--- src/rtl/lim_pkg.sv ---
package lim_pkg;

  typedef enum logic {LINK_DOWN = 1'b0, LINK_UP = 1'b1} link_st_e;

  // Qualifying pulse count, clamped into 2..7
  function automatic logic [2:0] qual_target(input logic [3:0] q);
    if (q < 4'd2)      return 3'd2;
    else if (q > 4'd7) return 3'd7;
    else               return q[2:0];
  endfunction

  // A programmed length of zero behaves as one
  function automatic int unsigned eff_len(input int unsigned v);
    return (v == 0) ? 1 : v;
  endfunction

endpackage

--- src/rtl/lim_pulse_gen.sv ---
module lim_pulse_gen #(
  parameter int TW = 24
) (
  input  logic          clk,
  input  logic          rst_n,
  input  logic [TW-1:0] period,
  output logic          strobe
);
  logic [TW-1:0] cnt;
  logic          wrap;

  assign wrap = 32'(cnt) >= (lim_pkg::eff_len(32'(period)) - 32'd1);

  always_ff @(posedge clk) begin
    if (!rst_n) begin
      cnt    <= '0;
      strobe <= 1'b0;
    end else begin
      strobe <= wrap;
      cnt    <= wrap ? '0 : cnt + 1'b1;
    end
  end

  AST_STROBE_AT_WRAP: assert property (@(posedge clk) disable iff (!rst_n)
    strobe |-> (cnt == '0));

endmodule

--- src/rtl/lim_gap_filter.sv ---
module lim_gap_filter #(
  parameter int TW = 24
) (
  input  logic          clk,
  input  logic          rst_n,
  input  logic          pulse_det,
  input  logic [TW-1:0] min_gap,
  output logic          valid_pulse,
  output logic          early_pulse
);
  // Edges since the previous pulse, saturating; all ones means "none seen"
  logic [TW-1:0] gap;

  always_ff @(posedge clk) begin
    if (!rst_n)              gap <= '1;
    else if (pulse_det)      gap <= TW'(1);
    else if (gap != '1)      gap <= gap + 1'b1;
  end

  assign valid_pulse = pulse_det && (gap >= min_gap);
  assign early_pulse = pulse_det && !valid_pulse;

  AST_GAP_RESTART: assert property (@(posedge clk) disable iff (!rst_n)
    pulse_det |=> (gap == TW'(1)));

endmodule

--- src/rtl/lim_loss_timer.sv ---
module lim_loss_timer #(
  parameter int TW = 24
) (
  input  logic          clk,
  input  logic          rst_n,
  input  logic          link_up,
  input  logic          kick,
  input  logic [TW-1:0] limit,
  output logic          expire
);
  logic [TW-1:0] loss_cnt;

  assign expire = link_up && !kick &&
                  (32'(loss_cnt) >= (lim_pkg::eff_len(32'(limit)) - 32'd1));

  always_ff @(posedge clk) begin
    if (!rst_n)                       loss_cnt <= '0;
    else if (!link_up || kick || expire) loss_cnt <= '0;
    else                              loss_cnt <= loss_cnt + 1'b1;
  end

  AST_LOSS_IDLE_CLEAR: assert property (@(posedge clk) disable iff (!rst_n)
    !link_up |=> (loss_cnt == '0));
  AST_KICK_CLEARS: assert property (@(posedge clk) disable iff (!rst_n)
    kick |=> (loss_cnt == '0));

endmodule

--- src/rtl/lnk_integrity_mon.sv ---
module lnk_integrity_mon #(
  parameter int TW = 24
) (
  input  logic          clk,
  input  logic          rst_n,
  input  logic          pulse_det,
  input  logic          rx_active,
  input  logic          test_en,
  input  logic [3:0]    qual_cnt,
  input  logic [TW-1:0] min_gap,
  input  logic [TW-1:0] loss_limit,
  input  logic [TW-1:0] pulse_period,
  output logic          link_ok,
  output logic          tx_enable,
  output logic          lp_strobe
);
  import lim_pkg::*;

  // Named internal events
  logic             valid_pulse;
  logic             early_pulse;
  logic             keepalive;
  logic             expire;
  logic             qual_reach;
  logic [2:0]       target;
  link_st_e         link_q, link_nxt;
  logic [2:0]       qcnt, qcnt_nxt;
  logic             tx_q;

  lim_pulse_gen #(.TW(TW)) u_pgen (
    .clk(clk), .rst_n(rst_n), .period(pulse_period), .strobe(lp_strobe));

  lim_gap_filter #(.TW(TW)) u_gap (
    .clk(clk), .rst_n(rst_n), .pulse_det(pulse_det), .min_gap(min_gap),
    .valid_pulse(valid_pulse), .early_pulse(early_pulse));

  assign keepalive = valid_pulse || rx_active;

  lim_loss_timer #(.TW(TW)) u_loss (
    .clk(clk), .rst_n(rst_n), .link_up(link_q == LINK_UP), .kick(keepalive),
    .limit(loss_limit), .expire(expire));

  assign target     = qual_target(qual_cnt);
  assign qual_reach = valid_pulse && (({1'b0, qcnt} + 4'd1) >= {1'b0, target});

  always_comb begin
    link_nxt = link_q;
    qcnt_nxt = qcnt;
    if (link_q == LINK_UP) begin
      qcnt_nxt = '0;
      if (expire) link_nxt = LINK_DOWN;
    end else if (early_pulse) begin
      qcnt_nxt = '0;
    end else if (valid_pulse) begin
      if (qual_reach) begin
        link_nxt = LINK_UP;
        qcnt_nxt = '0;
      end else begin
        qcnt_nxt = qcnt + 3'd1;
      end
    end
  end

  always_ff @(posedge clk) begin
    if (!rst_n) begin
      link_q <= LINK_DOWN;
      qcnt   <= '0;
      tx_q   <= 1'b0;
    end else begin
      link_q <= link_nxt;
      qcnt   <= qcnt_nxt;
      tx_q   <= !test_en || (link_nxt == LINK_UP);
    end
  end

  assign link_ok   = (link_q == LINK_UP);
  assign tx_enable = tx_q;

  AST_RISE_NEEDS_PULSE: assert property (@(posedge clk) disable iff (!rst_n)
    $rose(link_ok) |-> $past(valid_pulse));
  AST_QCNT_RANGE: assert property (@(posedge clk) disable iff (!rst_n)
    qcnt < 3'd7);
  AST_EARLY_CLEARS: assert property (@(posedge clk) disable iff (!rst_n)
    early_pulse |=> (qcnt == '0));
  AST_KEEPALIVE_HOLDS: assert property (@(posedge clk) disable iff (!rst_n)
    (link_ok && keepalive) |=> link_ok);
  AST_FALL_ON_EXPIRE: assert property (@(posedge clk) disable iff (!rst_n)
    $fell(link_ok) |-> $past(expire));
  AST_DROP_RESTARTS: assert property (@(posedge clk) disable iff (!rst_n)
    expire |=> (qcnt == '0 && !link_ok));
  AST_BYPASS_TX: assert property (@(posedge clk) disable iff (!rst_n)
    !test_en |=> tx_enable);

endmodule

--- config.mk ---
export PLATFORM = sky130hd
export DESIGN_NAME = lnk_integrity_mon
export DESIGN_NICKNAME = d
export VERILOG_FILES = /design/src/rtl/lim_pkg.sv /design/src/rtl/lim_pulse_gen.sv /design/src/rtl/lim_gap_filter.sv /design/src/rtl/lim_loss_timer.sv /design/src/rtl/lnk_integrity_mon.sv
export SDC_FILE = /design/constraint.sdc
export NUM_CORES = 1
export LEC_CHECK = 0
export CELL_PAD_IN_SITES_DETAIL_PLACEMENT = 0
export CELL_PAD_IN_SITES_GLOBAL_PLACEMENT = 1
export CORE_MARGIN = 3
export CORE_UTILIZATION = 27
export CTS_CLUSTER_DIAMETER = 60
export CTS_CLUSTER_SIZE = 30
export DETAILED_ROUTE_END_ITERATION = 6
export PLACE_DENSITY = 0.61
export SKIP_CTS_REPAIR_TIMING = 1
export SLEW_MARGIN = 20
export SYNTH_ARGS = -nofsm -noshare
export SYNTH_HDL_FRONTEND = slang
export SYNTH_SLANG_ARGS = --single-unit
--- constraint.sdc ---
create_clock -name clk -period 4.55 [get_ports clk]
set_input_delay 0.6825 -clock clk [delete_from_list [all_inputs] [get_ports clk]]
set_output_delay 0.6825 -clock clk [all_outputs]
set_load 0.005 [all_outputs]
After elaboration in Yosys (flattened, before gate mapping) --
Index checks and enable logic that the tools add are counted. Widths: inputs -> output; s select.
Word-level totals: register bits after elaboration 78, input bits 81, output and inout bits 3
Operators by class: add/sub/neg operators 7, magnitude comparators 6, equality and inequality tests 1, multiplexer cells 12, bitwise operators 1, reduce and logical (&&, ||, !) cells 20
Operator list (number):
- $mux 24 | 4
- $add 24x1->24 const B | 3
- $ge 24x32->1 | 2
- $sub 32x1->32 const B | 2
- $logic_not 24->1 | 2
- $ge 24x24->1 | 1
- $ne 24x24->1 const B | 1
- $mux 3 | 3
- $reduce_or 2->1 | 3
- $logic_and 1x1->1 | 5
- $mux 1 | 5
- $add 3x1->4 const B | 1
- $ge 4x3->1 | 1
- $gt 4x3->1 const B | 1
- $logic_not 1->1 | 4
- $logic_or 1x1->1 | 4
- $lt 4x2->1 const B | 1
- $add 3x1->3 const B | 1
- $reduce_or 3->1 | 1
- $reduce_bool 2->1 | 1
- $not 1->1 | 1

Depth between registers and ports, before layout --
word-level depth 10, mapped depth 21, mapped depth without buffers 20

Modules after synthesis --
Synthesis repeated with hierarchy kept, for this count alone.
Unflattened totals: cell total of the unflattened synthesis 748, area, all modules 6206.0 um^2
Modules (own cells, without submodules):
- lim_pulse_gen | times used 1, cells each 246, area an instance 2024.4 um^2, seq. area each 500.5 um^2
- lim_loss_timer | times used 1, cells each 242, area an instance 2008.2 um^2, seq. area each 480.5 um^2
- lim_gap_filter | times used 1, cells each 221, area an instance 1828.0 um^2, seq. area each 480.5 um^2
- lnk_integrity_mon | times used 1, cells each 39, area an instance 345.3 um^2, seq. area each 100.1 um^2

Worst setup path before layout --
No wires, ideal clock.
path kind input -> register, start input loss_limit[7], end register u_loss.loss_cnt[10], library setup time 64 ps, arrival time 4751 ps, required time 4486 ps, path slack -265 ps, cell stages on the path 18, buffers on the path 1, cells stage by stage or4_1 -> or4_1 -> nor2b_2 -> a31oi_1 -> ha_1 -> nor3b_1 -> nand2_1 -> or2_2 -> xor2_1 -> ha_1 -> a21oi_1 -> nand2_1 -> a22o_1 -> or4_1 -> a22o_1 -> a2111o_1 -> buf_2 -> nor2_1
On the way: word-level cells in the longest chain between the ends 7
RTL lines:
- start, declared | RTL line lnk_integrity_mon.sv:11 | input logic [TW-1:0] loss_limit,
- $logic_not 24->1 | RTL line lim_pkg.sv:14 | return (v == 0) ? 1 : v;
- $mux 24 * | RTL line lim_pkg.sv:14
- $sub 32x1->32 * | RTL line lim_loss_timer.sv:14 | (32'(loss_cnt) >= (lim_pkg::eff_len(32'(limit)) - 32'd1));
- $ge 24x32->1 * | RTL line lim_loss_timer.sv:14
- $logic_and 1x1->1 * | RTL line lim_loss_timer.sv:13 | assign expire = link_up && !kick &&
- $logic_or 1x1->1 * | RTL line lim_loss_timer.sv:18 | else if (!link_up || kick || expire) loss_cnt <= '0;
- $reduce_or 2->1 (no line) *
- end signal, assigned | RTL line lim_loss_timer.sv:19 | else loss_cnt <= loss_cnt + 1'b1;
- end, declared | RTL line lim_loss_timer.sv:11 | logic [TW-1:0] loss_cnt;
Mark *: on every way between the ends. The rest lies on a longest branch, timed or not. A chain may end at the register's enable or synchronous reset.

Worst setup path in the final report --
start input loss_limit[7], end register u_loss.loss_cnt[3]
Same word-level chain as after synthesis.

==> impl_summary.txt <==
----------------------------------------------------
[Finish]
  Commonest non-fill, non-tap cells in the layout ... 78 x ha_1, 78 x dfxtp_1, 77 x buf_4, 67 x clkdlybuf4s50_1, 59 x nor2_1
  Inserted Diodes ... 0
  Share of cells above drive strength 1 ... 0.201
  Number of fill cells in the layout ... 2,247
  Fin area ... 8450 sq um
  Area of combinational cells with multiple inputs ... 4560 sq um
  NumNets Final ... 1,053
  FF/Latch Area ... 1560 sq um
  Layout area overhead ... 42.0%

[GRT]
  Antenna violations before repair ... 0
  Via count of the first global-routing pass ... 5,012
  Residual overflow from global routing ... 0
  Global-route wire length before repair ... 23,100 um
  GRT Overall Usage ... 0.116
  Pin count of the biggest net entering global routing ... 29

[Flow run]
  Max-capacitance violation count ... 0

[Setup path]
  Worst endpoint data arrival time ... 4920 ps
  Worst Path Class, Setup ... input pin to flip-flop
  Startpoint class of the critical path ... input pin
  Largest fanout on the critical path ... 6
  Worst reg2reg path startpoint ... u_loss.loss_cnt[0]
  Required time at the endpoint of the critical path ... 4820 ps
  Worst Setup End Kind ... flip-flop
  Length in cells of the worst reg-to-reg path ... 10
  Start point of the critical path ... loss_limit[7]

[Timing]
  Total Negative Setup Slacks ... -1750 ps
  Clock tree skew after final layout ... 11.1 ps
  Rel. slew slack ... 0.464
  Final number of max-transition violations ... 0
  Fraction of the cycle the final worst path needs ... 1.02
  Crit path time final ... 4650 ps
  Least-Margin Pin Slew ... 797 ps
  Post-route setup slack ... -96.4 ps
  Maximum frequency from static timing analysis ... 0.215 GHz
  Final count of hold timing violations ... 0
  Finish-stage setup viols ... 45
  Worst hold slack ... 472 ps
  RSZ-0062 raised after global routing ... yes

[Floorplan]
  DIE WIDTH ... 154 um
  Die area ... 23,900 sq um
  Row cnt ... 53
  Vertical die dimension ... 154 um
  I/O pin cnt ... 84
  Area of the core ... 21,400 sq um
  Starting density of the core ... 0.279

[CTS]
  Clock network latency to the later pin of the worst-skew pair ... 340 ps
  Cts bufs inserted ... 9
  Clk pin slew, worst setup/hold paths ... 60 ps
  CTS tree ... built
  # clock sinks ... 78
  Number of H-tree levels ... 3
  Root Buffer ... clkbuf_16
  Maximum buffer depth of the clock tree ... 2

[Synthesis]
  Area of the mapped netlist ... 5950 sq um
  Flip-flop cell with the highest count after synthesis ... dfxtp_1
  Sequential share of the synthesized area ... 0.262
  Net count of the mapped netlist ... 888
  Number of synthesized flops with an enable pin ... 0
  Number of synthesized register bits ... 78
  Post-synthesis area per instance ... 8.20 sq um
  Synthesized instance count ... 726
  Number of unique standard cell types used by synthesis ... 55
  Proportion of synthesized flip-flops having asynchronous set or reset ... 0
  Synth warn ... 0

[Power and ir drop]
  Switching power of the nets ... 0.475 mW
  Combinational share of power ... 0.184
  Leakage component of the power ... 3.53 nW
  Worst voltage drop across the vdd grid ... 0.119 mV
  Share of total power in sequential cells ... 0.396
  Sw Ratio ... 0.256
  Final Total Pwr ... 1.85 mW
  Power density relative to cell area ... 219 nW/um^2
  Cell internal power dissipation ... 1.38 mW
  Share of total power in the clock network ... 0.420

[Placement]
  Instance area after placement ... 7680 sq um
  Pre-CTS setup slack ... -804 ps
  Routability-driven placement congestion ratio ... 0.807
  Detailed placement HPWL ... 11,300 um
  Port bufs ... 83

[Detailed routing]
  Antenna-violating nets left ... 0
  First-pass DRT Iterations ... 4
  Number of design rule violations left after detail routing ... 0
  Detailed-route vias per instance ... 4.69
  Vias ... 5,488
  Routed wire length per instance ... 12.8 um
  Final wirelength ... 15,000 um
  Violation count after the first detailed-routing iteration ... 179

[Worst hold path]
  Number of cells on the worst hold path ... 1
  Worst Min Path Start ... u_loss.loss_cnt[0]
  Class of the tightest hold or removal check ... flip-flop to flip-flop

[Run status]
  Run status ... finished with violations
  Failing checks ... negative setup slack

----------------------------------------------------
## worst max-delay path: stages
cell and delay, ps:
buf_6 90, or4_4 530, or4_4 450, nor2b_4 170, a31oi_4 100, ha_2 210, nor3b_4 160, nand2_2 70
buf_4 110, nor3_1 50, xnor2_1 200, ha_1 270, nand4_1 100, nor2_1 70, nor4bb_1 140, or4_4 500
a22o_4 240, a2111o_1 450, clkbuf_16 240, nor2_2 100
## kinds of logic after synthesis
group | Yosys count | synth area share
and+or+nand+nor | 296 | 0.257
AOI/OAI and AO/OA | 109 | 0.116
xor gates and xnor gates | 104 | 0.153
adders and majority gates | 81 | 0.170
DFF | 78 | 0.262
buffers and inverters | 57 | 0.0389
muxes | 1 | 0.00168
## routing by layer
layer | wire length, um | track usage
met4 | 151 | 0.0366
met1 | 7450 | 0.162
met3 | 554 | 0.0213
met5 | 0 | 0
met2 | 6790 | 0.181
## power by group through the flow
stage                     Clock, mW  Sequential [mW]  Combinational (mW)
after detailed placement          0            0.748               0.332
after global routing          0.837            0.737               0.386
after CTS                     0.805            0.733               0.334
final                         0.778            0.733               0.340
after floorplan                   0            0.739               0.168
after global placement            0            0.749               0.331
## per-stage QoR
| stage | util | instances |
|---|---|---|
| CTS | 0.375 | 1161 |
| floorplan | - | 726 |
| finish | 0.396 | 1171 |
| detailed placement | 0.360 | 1145 |
| global route | 0.396 | 1171 |
| global placement | 0.360 | 1145 |
## state kept, by name (all words and copies together) (netlist names)
register         count
u_pgen.strobe        1
u_loss.loss_cnt     24
link_ok              1
u_gap.gap           24
u_pgen.cnt          24
tx_enable            1
qcnt                 3
## final cells by class
cell class / instances / area share
inverters: 43 / 0.0191
well taps: 275 / 0.0407
clock buffers: 9 / 0.0267
flip-flops and latches: 78 / 0.185
multi-input cells: 594 / 0.540
repair buffers: 165 / 0.178
clock inverters: 7 / 0.0113
## Yosys cell counts (all sizes together), types with 15 or more instances
master  instances  area share
nor2           96       0.061
ha             81        0.17
dfxtp          78        0.26
xor2           55       0.081
xnor2          49       0.072
inv            43       0.027
nand2          39       0.025
o21ai          36       0.030
nand3          34       0.029
nand4          29       0.030
a21oi          23       0.019
a21o           15       0.020
## worst paths after layout
kind	endpoint	slack [ps]
worst min-delay path	u_loss.loss_cnt[0]	470
worst min register to register	u_loss.loss_cnt[0]	470
worst max-delay path	u_loss.loss_cnt[3]	-100
worst max register to register	u_loss.loss_cnt[3]	1410
Power figures use the tool's default switching activity.
